===== config.mk =====
export PLATFORM = sky130hd
export DESIGN_NAME = spi_cmd_engine
export DESIGN_NICKNAME = d
export VERILOG_FILES = /design/src/rtl/spi_cmd_pkg.sv /design/src/rtl/spi_cmd_buffer.sv /design/src/rtl/spi_cmd_shifter.sv /design/src/rtl/spi_cmd_engine.sv
export SDC_FILE = /design/constraint.sdc
export NUM_CORES = 2
export LEC_CHECK = 0
export ABC_AREA = 0
export BUFFER_PORTS_ARGS = -buffer_cell sky130_fd_sc_hd__clkbuf_2
export CAP_MARGIN = 10
export CELL_PAD_IN_SITES_DETAIL_PLACEMENT = 1
export CELL_PAD_IN_SITES_GLOBAL_PLACEMENT = 2
export CORE_UTILIZATION = 48
export DETAILED_ROUTE_END_ITERATION = 8
export PLACE_DENSITY = 0.85
export SETUP_SLACK_MARGIN = 0.5
export SYNTH_ARGS = -nofsm -noshare
export SYNTH_HDL_FRONTEND = slang
export SYNTH_HIERARCHICAL = 1
export SYNTH_SLANG_ARGS = --single-unit

===== constraint.sdc =====
create_clock -name clk -period 4.7 [get_ports clk]
set_input_delay 0.705 -clock clk [delete_from_list [all_inputs] [get_ports clk]]
set_output_delay 0.705 -clock clk [all_outputs]
set_load 0.03 [all_outputs]

===== src/rtl/spi_cmd_pkg.sv =====
package spi_cmd_pkg;
  // register word addresses
  localparam logic [6:0] RA_CTRL  = 7'h00;
  localparam logic [6:0] RA_TXCNT = 7'h01;
  localparam logic [6:0] RA_RXCNT = 7'h02;
  localparam logic [6:0] RA_STATE = 7'h03;
  localparam logic [6:0] RA_SRST  = 7'h04;

  // control bit positions
  localparam int CB_BUSY  = 0;
  localparam int CB_READY = 1;
  localparam int CB_TRIG  = 2;
  localparam int CB_EN    = 3;
  localparam int CB_MODE  = 4;
  localparam int CB_ERR   = 5;

  typedef enum logic [3:0] {
    ST_IDLE  = 4'd0,
    ST_LOAD  = 4'd1,
    ST_SHIFT = 4'd2,
    ST_CLOSE = 4'd3
  } eng_state_e;
endpackage


===== src/rtl/spi_cmd_buffer.sv =====
module spi_cmd_buffer #(
  parameter int WORDS = 40,
  parameter int IDX_W = 6
) (
  input  logic             clk,
  input  logic             sw_we,
  input  logic [IDX_W-1:0] sw_idx,
  input  logic [31:0]      sw_wdata,
  output logic [31:0]      sw_rdata,
  input  logic [IDX_W+1:0] eng_pos,
  input  logic             eng_we,
  input  logic [7:0]       eng_wbyte,
  output logic [7:0]       eng_rbyte
);
  logic [31:0]      words [WORDS];
  logic [IDX_W-1:0] eng_idx;
  logic [31:0]      eng_word;

  assign eng_idx = eng_pos[IDX_W+1:2];

  // one storage word per slot; engine byte write wins over software lane
  for (genvar w = 0; w < WORDS; w++) begin : g_word
    logic [31:0] word_q;
    always_ff @(posedge clk) begin
      for (int l = 0; l < 4; l++) begin
        if (eng_we && eng_idx == IDX_W'(w) && eng_pos[1:0] == 2'(l))
          word_q[8*l +: 8] <= eng_wbyte;
        else if (sw_we && sw_idx == IDX_W'(w))
          word_q[8*l +: 8] <= sw_wdata[8*l +: 8];
      end
    end
    assign words[w] = word_q;
  end

  always_comb begin
    sw_rdata = '0;
    if (int'(sw_idx) < WORDS) sw_rdata = words[sw_idx];
    eng_word = '0;
    if (int'(eng_idx) < WORDS) eng_word = words[eng_idx];
    eng_rbyte = eng_word[8*eng_pos[1:0] +: 8];
  end
endmodule


===== src/rtl/spi_cmd_shifter.sv =====
module spi_cmd_shifter #(
  parameter int CLK_DIV = 4
) (
  input  logic       clk,
  input  logic       rst_n,
  input  logic       abort,
  input  logic       start,
  input  logic       send,
  input  logic [7:0] tx_byte,
  input  logic       miso,
  output logic       sclk,
  output logic       mosi,
  output logic       done,
  output logic [7:0] rx_byte
);
  localparam int HALF = CLK_DIV / 2;
  localparam int CW   = (HALF > 1) ? $clog2(HALF) : 1;

  logic [CW-1:0] hcnt_q;
  logic [7:0]    sh_q;
  logic [2:0]    bit_q;
  logic          smp_q, sclk_q, act_q, done_q, snd_q;

  always_ff @(posedge clk or negedge rst_n) begin
    if (!rst_n) begin
      hcnt_q <= '0; sh_q <= '0; bit_q <= '0; smp_q <= 1'b0;
      sclk_q <= 1'b0; act_q <= 1'b0; done_q <= 1'b0; snd_q <= 1'b0;
    end else if (abort) begin
      hcnt_q <= '0; bit_q <= '0; sclk_q <= 1'b0; act_q <= 1'b0;
      done_q <= 1'b0; snd_q <= 1'b0;
    end else begin
      done_q <= 1'b0;
      if (start) begin
        sh_q   <= tx_byte;
        bit_q  <= '0;
        hcnt_q <= '0;
        sclk_q <= 1'b0;
        act_q  <= 1'b1;
        snd_q  <= send;
      end else if (act_q) begin
        if (hcnt_q == CW'(HALF - 1)) begin
          hcnt_q <= '0;
          if (!sclk_q) begin
            sclk_q <= 1'b1;       // rising edge: sample input
            smp_q  <= miso;
          end else begin
            sclk_q <= 1'b0;       // falling edge: advance
            sh_q   <= {sh_q[6:0], smp_q};
            bit_q  <= bit_q + 3'd1;
            if (bit_q == 3'd7) begin
              act_q  <= 1'b0;
              done_q <= 1'b1;
            end
          end
        end else begin
          hcnt_q <= hcnt_q + CW'(1);
        end
      end
    end
  end

  assign sclk    = sclk_q;
  assign mosi    = act_q & snd_q & sh_q[7];
  assign done    = done_q;
  assign rx_byte = sh_q;
endmodule


===== src/rtl/spi_cmd_engine.sv =====
module spi_cmd_engine
  import spi_cmd_pkg::*;
#(
  parameter int BUF_BYTES = 160,
  parameter int CLK_DIV   = 4
) (
  input  logic        clk,
  input  logic        rst_n,
  input  logic        reg_sel,
  input  logic        reg_we,
  input  logic [6:0]  reg_addr,
  input  logic [31:0] reg_wdata,
  output logic [31:0] reg_rdata,
  output logic        reg_rvalid,
  output logic        spi_sclk,
  output logic        spi_cs_n,
  output logic        spi_mosi,
  input  logic        spi_miso
);
  localparam int WORDS = (BUF_BYTES + 3) / 4;
  localparam int POS_W = $clog2(BUF_BYTES + 1);
  localparam int SUM_W = POS_W + 1;
  localparam int IDX_W = POS_W - 2;

  // software-owned registers
  logic             trig_q, en_q, mode_q, srst_q;
  logic [POS_W-1:0] txcnt_q, rxcnt_q;
  // engine-owned registers
  eng_state_e       state_q;
  logic             ready_q, err_q, cs_n_q;
  logic [POS_W-1:0] pos_q, lat_tx_q, lat_end_q;

  logic             wr, rd, ctrl_wr, en_rise, buf_hit;
  logic [SUM_W-1:0] total;
  logic             busy, try_go, sh_start, sh_send, sh_done, rx_we;
  logic [7:0]       sh_rx, buf_rbyte;
  logic [31:0]      buf_rdata;

  assign wr      = reg_sel & reg_we;
  assign rd      = reg_sel & ~reg_we;
  assign ctrl_wr = wr && reg_addr == RA_CTRL;
  assign en_rise = ctrl_wr && reg_wdata[CB_EN] && !en_q;
  assign buf_hit = reg_addr[6] && (int'(reg_addr[5:0]) < WORDS);
  assign total   = SUM_W'(txcnt_q) + SUM_W'(rxcnt_q);
  assign busy    = state_q != ST_IDLE;
  assign try_go  = trig_q & en_q & ~mode_q & ~ready_q & ~err_q & ~srst_q;

  // register writes
  always_ff @(posedge clk or negedge rst_n) begin
    if (!rst_n) begin
      trig_q <= 1'b0; en_q <= 1'b0; mode_q <= 1'b0; srst_q <= 1'b0;
      txcnt_q <= '0; rxcnt_q <= '0;
    end else if (wr) begin
      case (reg_addr)
        RA_CTRL: begin
          trig_q <= reg_wdata[CB_TRIG];
          en_q   <= reg_wdata[CB_EN];
          mode_q <= reg_wdata[CB_MODE];
        end
        RA_TXCNT: txcnt_q <= reg_wdata[POS_W-1:0];
        RA_RXCNT: rxcnt_q <= reg_wdata[POS_W-1:0];
        RA_SRST:  srst_q  <= reg_wdata[0];
        default: ;
      endcase
    end
  end

  // register reads, one cycle latency
  always_ff @(posedge clk or negedge rst_n) begin
    if (!rst_n) begin
      reg_rdata  <= '0;
      reg_rvalid <= 1'b0;
    end else begin
      reg_rvalid <= rd;
      if (rd) begin
        reg_rdata <= '0;
        if (buf_hit) reg_rdata <= buf_rdata;
        else begin
          case (reg_addr)
            RA_CTRL:  reg_rdata <= 32'({err_q, mode_q, en_q, trig_q, ready_q, busy});
            RA_TXCNT: reg_rdata <= 32'(txcnt_q);
            RA_RXCNT: reg_rdata <= 32'(rxcnt_q);
            RA_STATE: reg_rdata <= 32'(state_q);
            RA_SRST:  reg_rdata <= 32'(srst_q);
            default:  reg_rdata <= '0;
          endcase
        end
      end
    end
  end

  // command sequencer
  always_ff @(posedge clk or negedge rst_n) begin
    if (!rst_n) begin
      state_q <= ST_IDLE; ready_q <= 1'b0; err_q <= 1'b0; cs_n_q <= 1'b1;
      pos_q <= '0; lat_tx_q <= '0; lat_end_q <= '0;
    end else if (srst_q) begin
      state_q <= ST_IDLE;
      ready_q <= 1'b0;
      cs_n_q  <= 1'b1;
      if (en_rise) err_q <= 1'b0;
    end else begin
      if (en_rise) err_q <= 1'b0;
      case (state_q)
        ST_IDLE: begin
          if (!en_q) ready_q <= 1'b0;
          if (try_go) begin
            if (total > SUM_W'(BUF_BYTES)) begin
              err_q <= 1'b1;
            end else begin
              ready_q   <= 1'b1;
              lat_tx_q  <= txcnt_q;
              lat_end_q <= POS_W'(total);
              pos_q     <= '0;
              if (total != '0) begin
                state_q <= ST_LOAD;
                cs_n_q  <= 1'b0;
              end
            end
          end
        end
        ST_LOAD:  state_q <= (pos_q == lat_end_q) ? ST_CLOSE : ST_SHIFT;
        ST_SHIFT: begin
          if (sh_done) begin
            pos_q   <= pos_q + POS_W'(1);
            state_q <= ST_LOAD;
          end
        end
        ST_CLOSE: begin
          cs_n_q  <= 1'b1;
          state_q <= ST_IDLE;
        end
        default: state_q <= ST_IDLE;
      endcase
    end
  end

  assign sh_start = (state_q == ST_LOAD) && (pos_q != lat_end_q);
  assign sh_send  = pos_q < lat_tx_q;
  assign rx_we    = (state_q == ST_SHIFT) && sh_done && !sh_send && !srst_q;

  spi_cmd_buffer #(.WORDS(WORDS), .IDX_W(IDX_W)) u_buf (
    .clk      (clk),
    .sw_we    (wr && buf_hit),
    .sw_idx   (IDX_W'(reg_addr[5:0])),
    .sw_wdata (reg_wdata),
    .sw_rdata (buf_rdata),
    .eng_pos  (pos_q),
    .eng_we   (rx_we),
    .eng_wbyte(sh_rx),
    .eng_rbyte(buf_rbyte)
  );

  spi_cmd_shifter #(.CLK_DIV(CLK_DIV)) u_shift (
    .clk    (clk),
    .rst_n  (rst_n),
    .abort  (srst_q),
    .start  (sh_start),
    .send   (sh_send),
    .tx_byte(buf_rbyte),
    .miso   (spi_miso),
    .sclk   (spi_sclk),
    .mosi   (spi_mosi),
    .done   (sh_done),
    .rx_byte(sh_rx)
  );

  assign spi_cs_n = cs_n_q;
endmodule


After elaboration in Yosys (flattened, before gate mapping). Cells that the tools add are included. Widths: inputs -> output; s select.

Register bits: 1381. Bits of input ports: 44.

$add $sub $neg: 4. Reductions and logical operators: 441. Multiplexer cells: 388. Equal/unequal tests: 98. Bitwise logic cells: 19. Order comparisons: 6. Shift operators: 1.

Operators with widths (number): $mux 8 (327); $bmux 32 s6 (2); $reduce_bool 2->1 (166); $logic_and 1x1->1 (249); $mux 32 (7); $eq 6x5->1 const B (32); $eq 6x4->1 const B (16); $eq 6x6->1 const B (16); $eq 6x3->1 const B (8); $pmux 8 s5 (1); $mux 1 (38); $shiftx 32x6->8 (1); $eq 6x2->1 const B (4); $mux 4 (5); $pmux 8 s2 (1); $reduce_and 4->1 (4); $mux 3 (5); $eq 7x2->1 const B (2); $ge 7x7->1 const B (2); $not 6->7 (2); $eq 6x1->1 const B (2); $logic_not 6->1 (2); $lt 6x6->1 const B (2); $pmux 4 s3 (1); other kinds (32) (62).

Logic depth before layout (Yosys ltp).
Word-level depth: 9. Mapped depth: 14. Depth with buffers taken out: 13.

Cells and area by module. Netlist, hierarchy kept.

Modules (own cells, without submodules): spi_cmd_buffer (area each 76814.9 um2, cells each 4950, instances 1, seq. area each 38436.9 um2); spi_cmd_engine (area each 4236.6 um2, cells each 419, instances 1, seq. area each 2053.2 um2); spi_cmd_shifter (area each 818.3 um2, cells each 62, instances 1, seq. area each 425.4 um2).

Least setup slack after synthesis. Ideal clock, no wire load.

Kind: reg2reg. Start: register state_q[1]. End: register u_buf.g_word[29].word_q[0], enable pin. Stages on the path, launching flop included: 12. Arrival: 3.204 ns. Buffers on the path: 4. Setup slack: 1.112 ns. Path through: dfrtp_1 -> clkbuf_1 -> inv_1 -> nor2_1 -> nand3_1 -> clkbuf_1 -> nor2_1 -> nand3b_1 -> buf_2 -> or3_1 -> buf_2 -> o21ai_0.

Word-level cells in the longest chain between the ends: 7.

RTL lines: start: declaration (line spi_cmd_engine.sv:29) `eng_state_e state_q;`; start signal: assignment (line spi_cmd_engine.sv:122) `ST_LOAD: state_q <= (pos_q == lat_end_q) ? ST_CLOSE : ST_SHIFT;`; $eq 4x2->1 (line spi_cmd_engine.sv:140) `assign rx_we = (state_q == ST_SHIFT) && sh_done && !sh_send && !srst_q;`; $logic_and 1x1->1 (3 in a row) (line spi_cmd_engine.sv:140); named net rx_we (line spi_cmd_engine.sv:35) `logic busy, try_go, sh_start, sh_send, sh_done, rx_we;`; $logic_and 1x1->1 (2 in a row) (line spi_cmd_buffer.sv:26) `if (eng_we && eng_idx == IDX_W'(w) && eng_pos[1:0] == 2'(l))`; $reduce_bool 2->1 (no line); end signal: indexed assignment (line spi_cmd_buffer.sv:27) `word_q[8*l +: 8] <= eng_wbyte;`; end signal: indexed assignment (line spi_cmd_buffer.sv:29) `word_q[8*l +: 8] <= sw_wdata[8*l +: 8];`; end: declaration (line spi_cmd_buffer.sv:23) `logic [31:0] word_q;`.

The timed path passes the listed nets, and every way through them passes these cells. A chain may end at the register's enable or synchronous reset.

Worst setup path in the final report.
Start: register pos_q[2]. End: register u_buf.g_word[32].word_q[20] (data pin).

Word-level cells in the longest chain between the ends: 7. Elaborated cells between the ends (all ways): 8.

RTL lines: start: declaration (line spi_cmd_engine.sv:31) `logic [POS_W-1:0] pos_q, lat_tx_q, lat_end_q;`; start signal: assignment (line spi_cmd_engine.sv:125) `pos_q <= pos_q + POS_W'(1);`; $lt 8x8->1 (line spi_cmd_engine.sv:139) `assign sh_send = pos_q < lat_tx_q;`; named net sh_send (line spi_cmd_engine.sv:35); $logic_not 1->1 (line spi_cmd_engine.sv:140); $logic_and 1x1->1 (2 in a row) (line spi_cmd_engine.sv:140); named net rx_we (line spi_cmd_engine.sv:35); $logic_and 1x1->1 (2 in a row) (line spi_cmd_buffer.sv:26); $mux 8 (line spi_cmd_buffer.sv:26); end signal: indexed assignment (line spi_cmd_buffer.sv:27); end signal: indexed assignment (line spi_cmd_buffer.sv:29); end: declaration (line spi_cmd_buffer.sv:23).

The timed path passes the listed nets, and every way through them passes these cells.

==> results.txt <==
The run finished with clean final reports. Measured in cells, the most critical reg-to-reg path has a length of 13. The H-tree generated during clock tree synthesis spans 4 levels. TritonCTS built the clock tree.

The maximum number of buffers from clock root to sink is 3. The relative slew slack is 7.90%, and the tightest hold margin is 0.154 ns. Synthesis handed over a netlist of 5431 instances. The tool flagged a number of max-cap violations equal to 0.

The number of antenna violations at the first check in global routing is 35, and the synthesized cell area is 0.0819 mm2. The via count of the first global-routing pass is 57000, and the post-synthesis area per instance is 15.1 um2. The worst setup path is launched from a register. The post-route worst setup slack was 0.437 ns; the number of I/O port buffers was 79. In this run, CTS created clock tree buffers numbering 154. At the placement stage, the worst setup path has a slack of 0.426 ns. The worst register-to-register path begins at pos_q[2].

The first global-routing pass estimated 441 mm of wire. The floorplan die width is 415 um. Among the stages of the critical path, the cell type that occurs most often is sky130_fd_sc_hd__buf_4. The die covers 0.172 mm2. After filler insertion, the fill cell instance count of the layout stands at 15800. Summed over all nets, the half-perimeter wirelength after detailed placement is 209 mm. The number of buffer and inverter stages on the critical path works out to 3. The kind of cell with the highest combined delay along the critical path is simple AND/OR/NAND/NOR gates.

The worst path uses 90.7% of the clock period. The routed layout has 56600 vias. Entering global routing, the biggest net connects 123 pins. Leaving out fill and tap cells, the most frequent cell in the layout is sky130_fd_sc_hd__mux2_2. For the area of all sequential standard cells, the log shows 0.0410 mm2. Last weighted congestion value of the routability-driven placer: 0.978. The number of placed instances, taps included, is 7528. The tools report the starting DRC count in detailed routing as 8766. After detailed routing, the average wire length per cell comes to 40.1 um. The ratio of cells with drive above 1 in the final layout is 48.2%, and the DRC violation count after routing is 0. The area growth from synthesis to layout came out at 11.2%.

Class of the tightest hold or removal check: input pin to register. The slowest stage of the critical path is the sky130_fd_sc_hd__dfrtp_4 cell. Predominant post-synthesis flop cell: sky130_fd_sc_hd__edfxtp_1. Along the worst hold path, the cell count comes to 2. Count of cell types in the netlist: 76. The clock transition at the register clock pins on the worst setup and hold paths after CTS was 0.06 ns; the net count of the mapped netlist was 5494. The largest single stage delay on the critical path is 0.62 ns. Across every metal layer, demand over resource in global routing totals 36.1%. The run gives 1379 as the number of clock sinks.

Walking the worst path, the cells encountered are ha_1 > a21o_1 > a211o_1 > a21oi_1 > o21a_1 > nor2_1 > buf_4 > nand3b_1 > nor3_2 > buf_4 > nand2_1 > buf_4 > mux2_2. The final max-slew violation count was 0; the final-report setup violation count was 0. Clock latency on the worst-skew pair: 0.83 ns. Data on the critical path is required at its endpoint by 5.27 ns. The number of synthesized register bits is 1379, and the number of enable flip-flop cells after synthesis is 1280. The total length of routed wires came out at 315 mm.

Summing all multi-input logic gate instances after layout gives 0.0384 mm2. The actual slew at the worst max-slew pin works out to 1.38 ns. After synthesis, the cell types taking the most area are sky130_fd_sc_hd__edfxtp_1 47%, sky130_fd_sc_hd__mux2_2 18%, sky130_fd_sc_hd__mux4_2 16%. In this run the critical register-to-register path is captured at u_buf/g_word[32].word_q[20]. The total number of nets in the final design is 5532, and the highest ir drop seen on vdd is 0.301 mV.

Between clock sinks in the finished design, the worst skew comes to 0.0221 ns. For this configuration, the core starts out at a cell density of 48.4%. After synthesis, flip-flops and latches occupy 50.0% of the total area. The overflow left after global routing was 0.

The end point of the most critical hold path was u_shift/smp_q. The leakage dissipation was 30.0 nW. The detail route stage leaves a number of antenna-violating nets equal to 0. The core region is 0.169 mm2. Power spread over the standard cell area amounts to 303 mW/mm2. For this run, the number of standard cells in the final layout without fillers is 7846. The Yosys step of the flow raised 6 warnings. Using the TritonRoute via totals, the vias-per-cell ratio works out to 7.21. In this run the biggest area consumer among cell types represents 46.9% of the synthesized area. Counting flops with an async set or reset pin after synthesis yields a share of 7.18%. For this run, the top clock speed supported by timing is 0.235 GHz. Clock tree synthesis selected as its root buffer the cell sky130_fd_sc_hd__clkbuf_16.

The pre-antenna-repair detailed-routing pass consisted of 5 iterations. The hold violation count in the final report was 0; the biggest fanout along the worst timing path was 15. Setup total negative slack on the finished layout was measured at 0 ns. The floorplan step set the die height to 415 um. The library cells used most frequently in the layout, excluding fill and tap cells, are 1315 x sky130_fd_sc_hd__mux2_2, 1280 x sky130_fd_sc_hd__edfxtp_1, 575 x sky130_fd_sc_hd__mux4_2. The internal reg-to-reg setup slack is 0.44 ns. The nature of the critical path endpoint is a register. The design draws 27.6 mW. The tools report the standard-cell row count as 151. The tools report the I/O pin count as 80. The biggest area contributor in the post-synthesis netlist is sky130_fd_sc_hd__edfxtp_1. In this run the most critical hold path is launched from spi_miso.

The category of the critical setup timing path is register to register. In this run the post-CTS setup repair buffer count came out at 0. The worst path in the final design needs a cycle of 4.26 ns, including I/O delays and setup. Setup repair after global routing could not meet its margin everywhere.

The worst path arrival time came out at 4.83 ns.
==> cells in the mapped netlist (all sizes together), types with 16 or more instances <==
| library cell | n |
|---|---|
| nor4 | 16 |
| inv | 17 |
| nand2 | 371 |
| mux2 | 1403 |
| nand3 | 21 |
| a2111oi | 40 |
| a22o | 18 |
| ha | 18 |
| a21oi | 76 |
| mux4 | 575 |
| edfxtp | 1280 |
| buf | 208 |
| a22oi | 123 |
| o22ai | 39 |
| nand2b | 23 |
| dfrtp | 98 |
| nor2 | 117 |
| mux2i | 196 |
| nor2b | 55 |
| a211oi | 31 |
| o31ai | 21 |
| nor3 | 45 |
| clkbuf | 371 |
| o21ai | 127 |
| a31oi | 18 |
==> registers in the layout, summed over array words and instances, names as in the netlist, 2 cells and up <==
name                 cells
u_shift/rx_byte          8
u_shift/bit_q            3
txcnt_q                  8
lat_tx_q                 8
lat_end_q                8
rxcnt_q                  8
pos_q                    8
u_buf/g_word.word_q   1280
state_q                  2
reg_rdata               32
==> worst max path at each step <==
stage                    start                     endpoint  slack, ns  depth (start not counted)
detailed placement    pos_q[2]   u_buf/g_word[38].word_q[6]       0.43                         12
finish                pos_q[2]  u_buf/g_word[32].word_q[20]       0.44                         13
global route          pos_q[2]  u_buf/g_word[32].word_q[21]       0.43                         12
global placement      pos_q[2]   u_buf/g_word[38].word_q[6]       0.53                         12
floorplan           state_q[1]   u_buf/g_word[29].word_q[0]       1.11                         11
CTS                   pos_q[2]    u_buf/g_word[7].word_q[8]       0.52                         11
==> through the flow <==
step	cell area [um2]	util, %
floorplan	81900	-
detailed placement	86000	50.8
global route	90900	53.7
finish	91000	53.8
global placement	86000	50.8
CTS	90800	53.7
==> cell type report <==
class | instances | area share [%]
well taps | 2218 | 3.05
clock buffers | 219 | 4.76
repair buffers | 461 | 4.24
flip-flops and latches | 1379 | 45.0
diodes | 40 | 0.110
inverters | 17 | 0.0701
multi-input cells | 3456 | 42.2
clock inverters | 56 | 0.590
==> cells by family (layout without fill, tap and decap cells) <==
family	count (synthesis)	in the layout	share of synthesized area [%]
flip-flops	1379	1379	50.0
XOR/XNOR	16	16	0.171
AND/OR/NAND/NOR	717	717	4.34
AO/OA/AOI/OAI	530	530	4.32
adder cells (fa/ha/maj)	19	19	0.300
other	0	40	0
multiplexers	2174	2174	37.6
buffers and inverters	596	753	3.34
==> where the power goes <==
part | switching [mW] | leakage, nW | internal, mW
logic | 1.09 | 14.8 | 0.893
clock network | 5.19 | 2.38 | 6.90
registers | 0.0333 | 12.8 | 13.5
==> timing repair <==
action,4_1_cts,5_1_grt
hold buffers,1,0
hold endpoints to repair,49,0
cloned,0,0
resized for setup,1,16
endpoints found under the setup margin,8,192
==> routing by layer <==
layer / wire length [um] / GRT usage [%] / up-vias
li1: - / - / 21900
met1: 112000 / 45.5 / 29700
met2: 143000 / 55.2 / 4028
met3: 38100 / 10.6 / 917
met4: 21400 / 21.4 / 26
met5: 247 / 0.250 / -
Note: power is estimated with default switching activity, not from simulation.
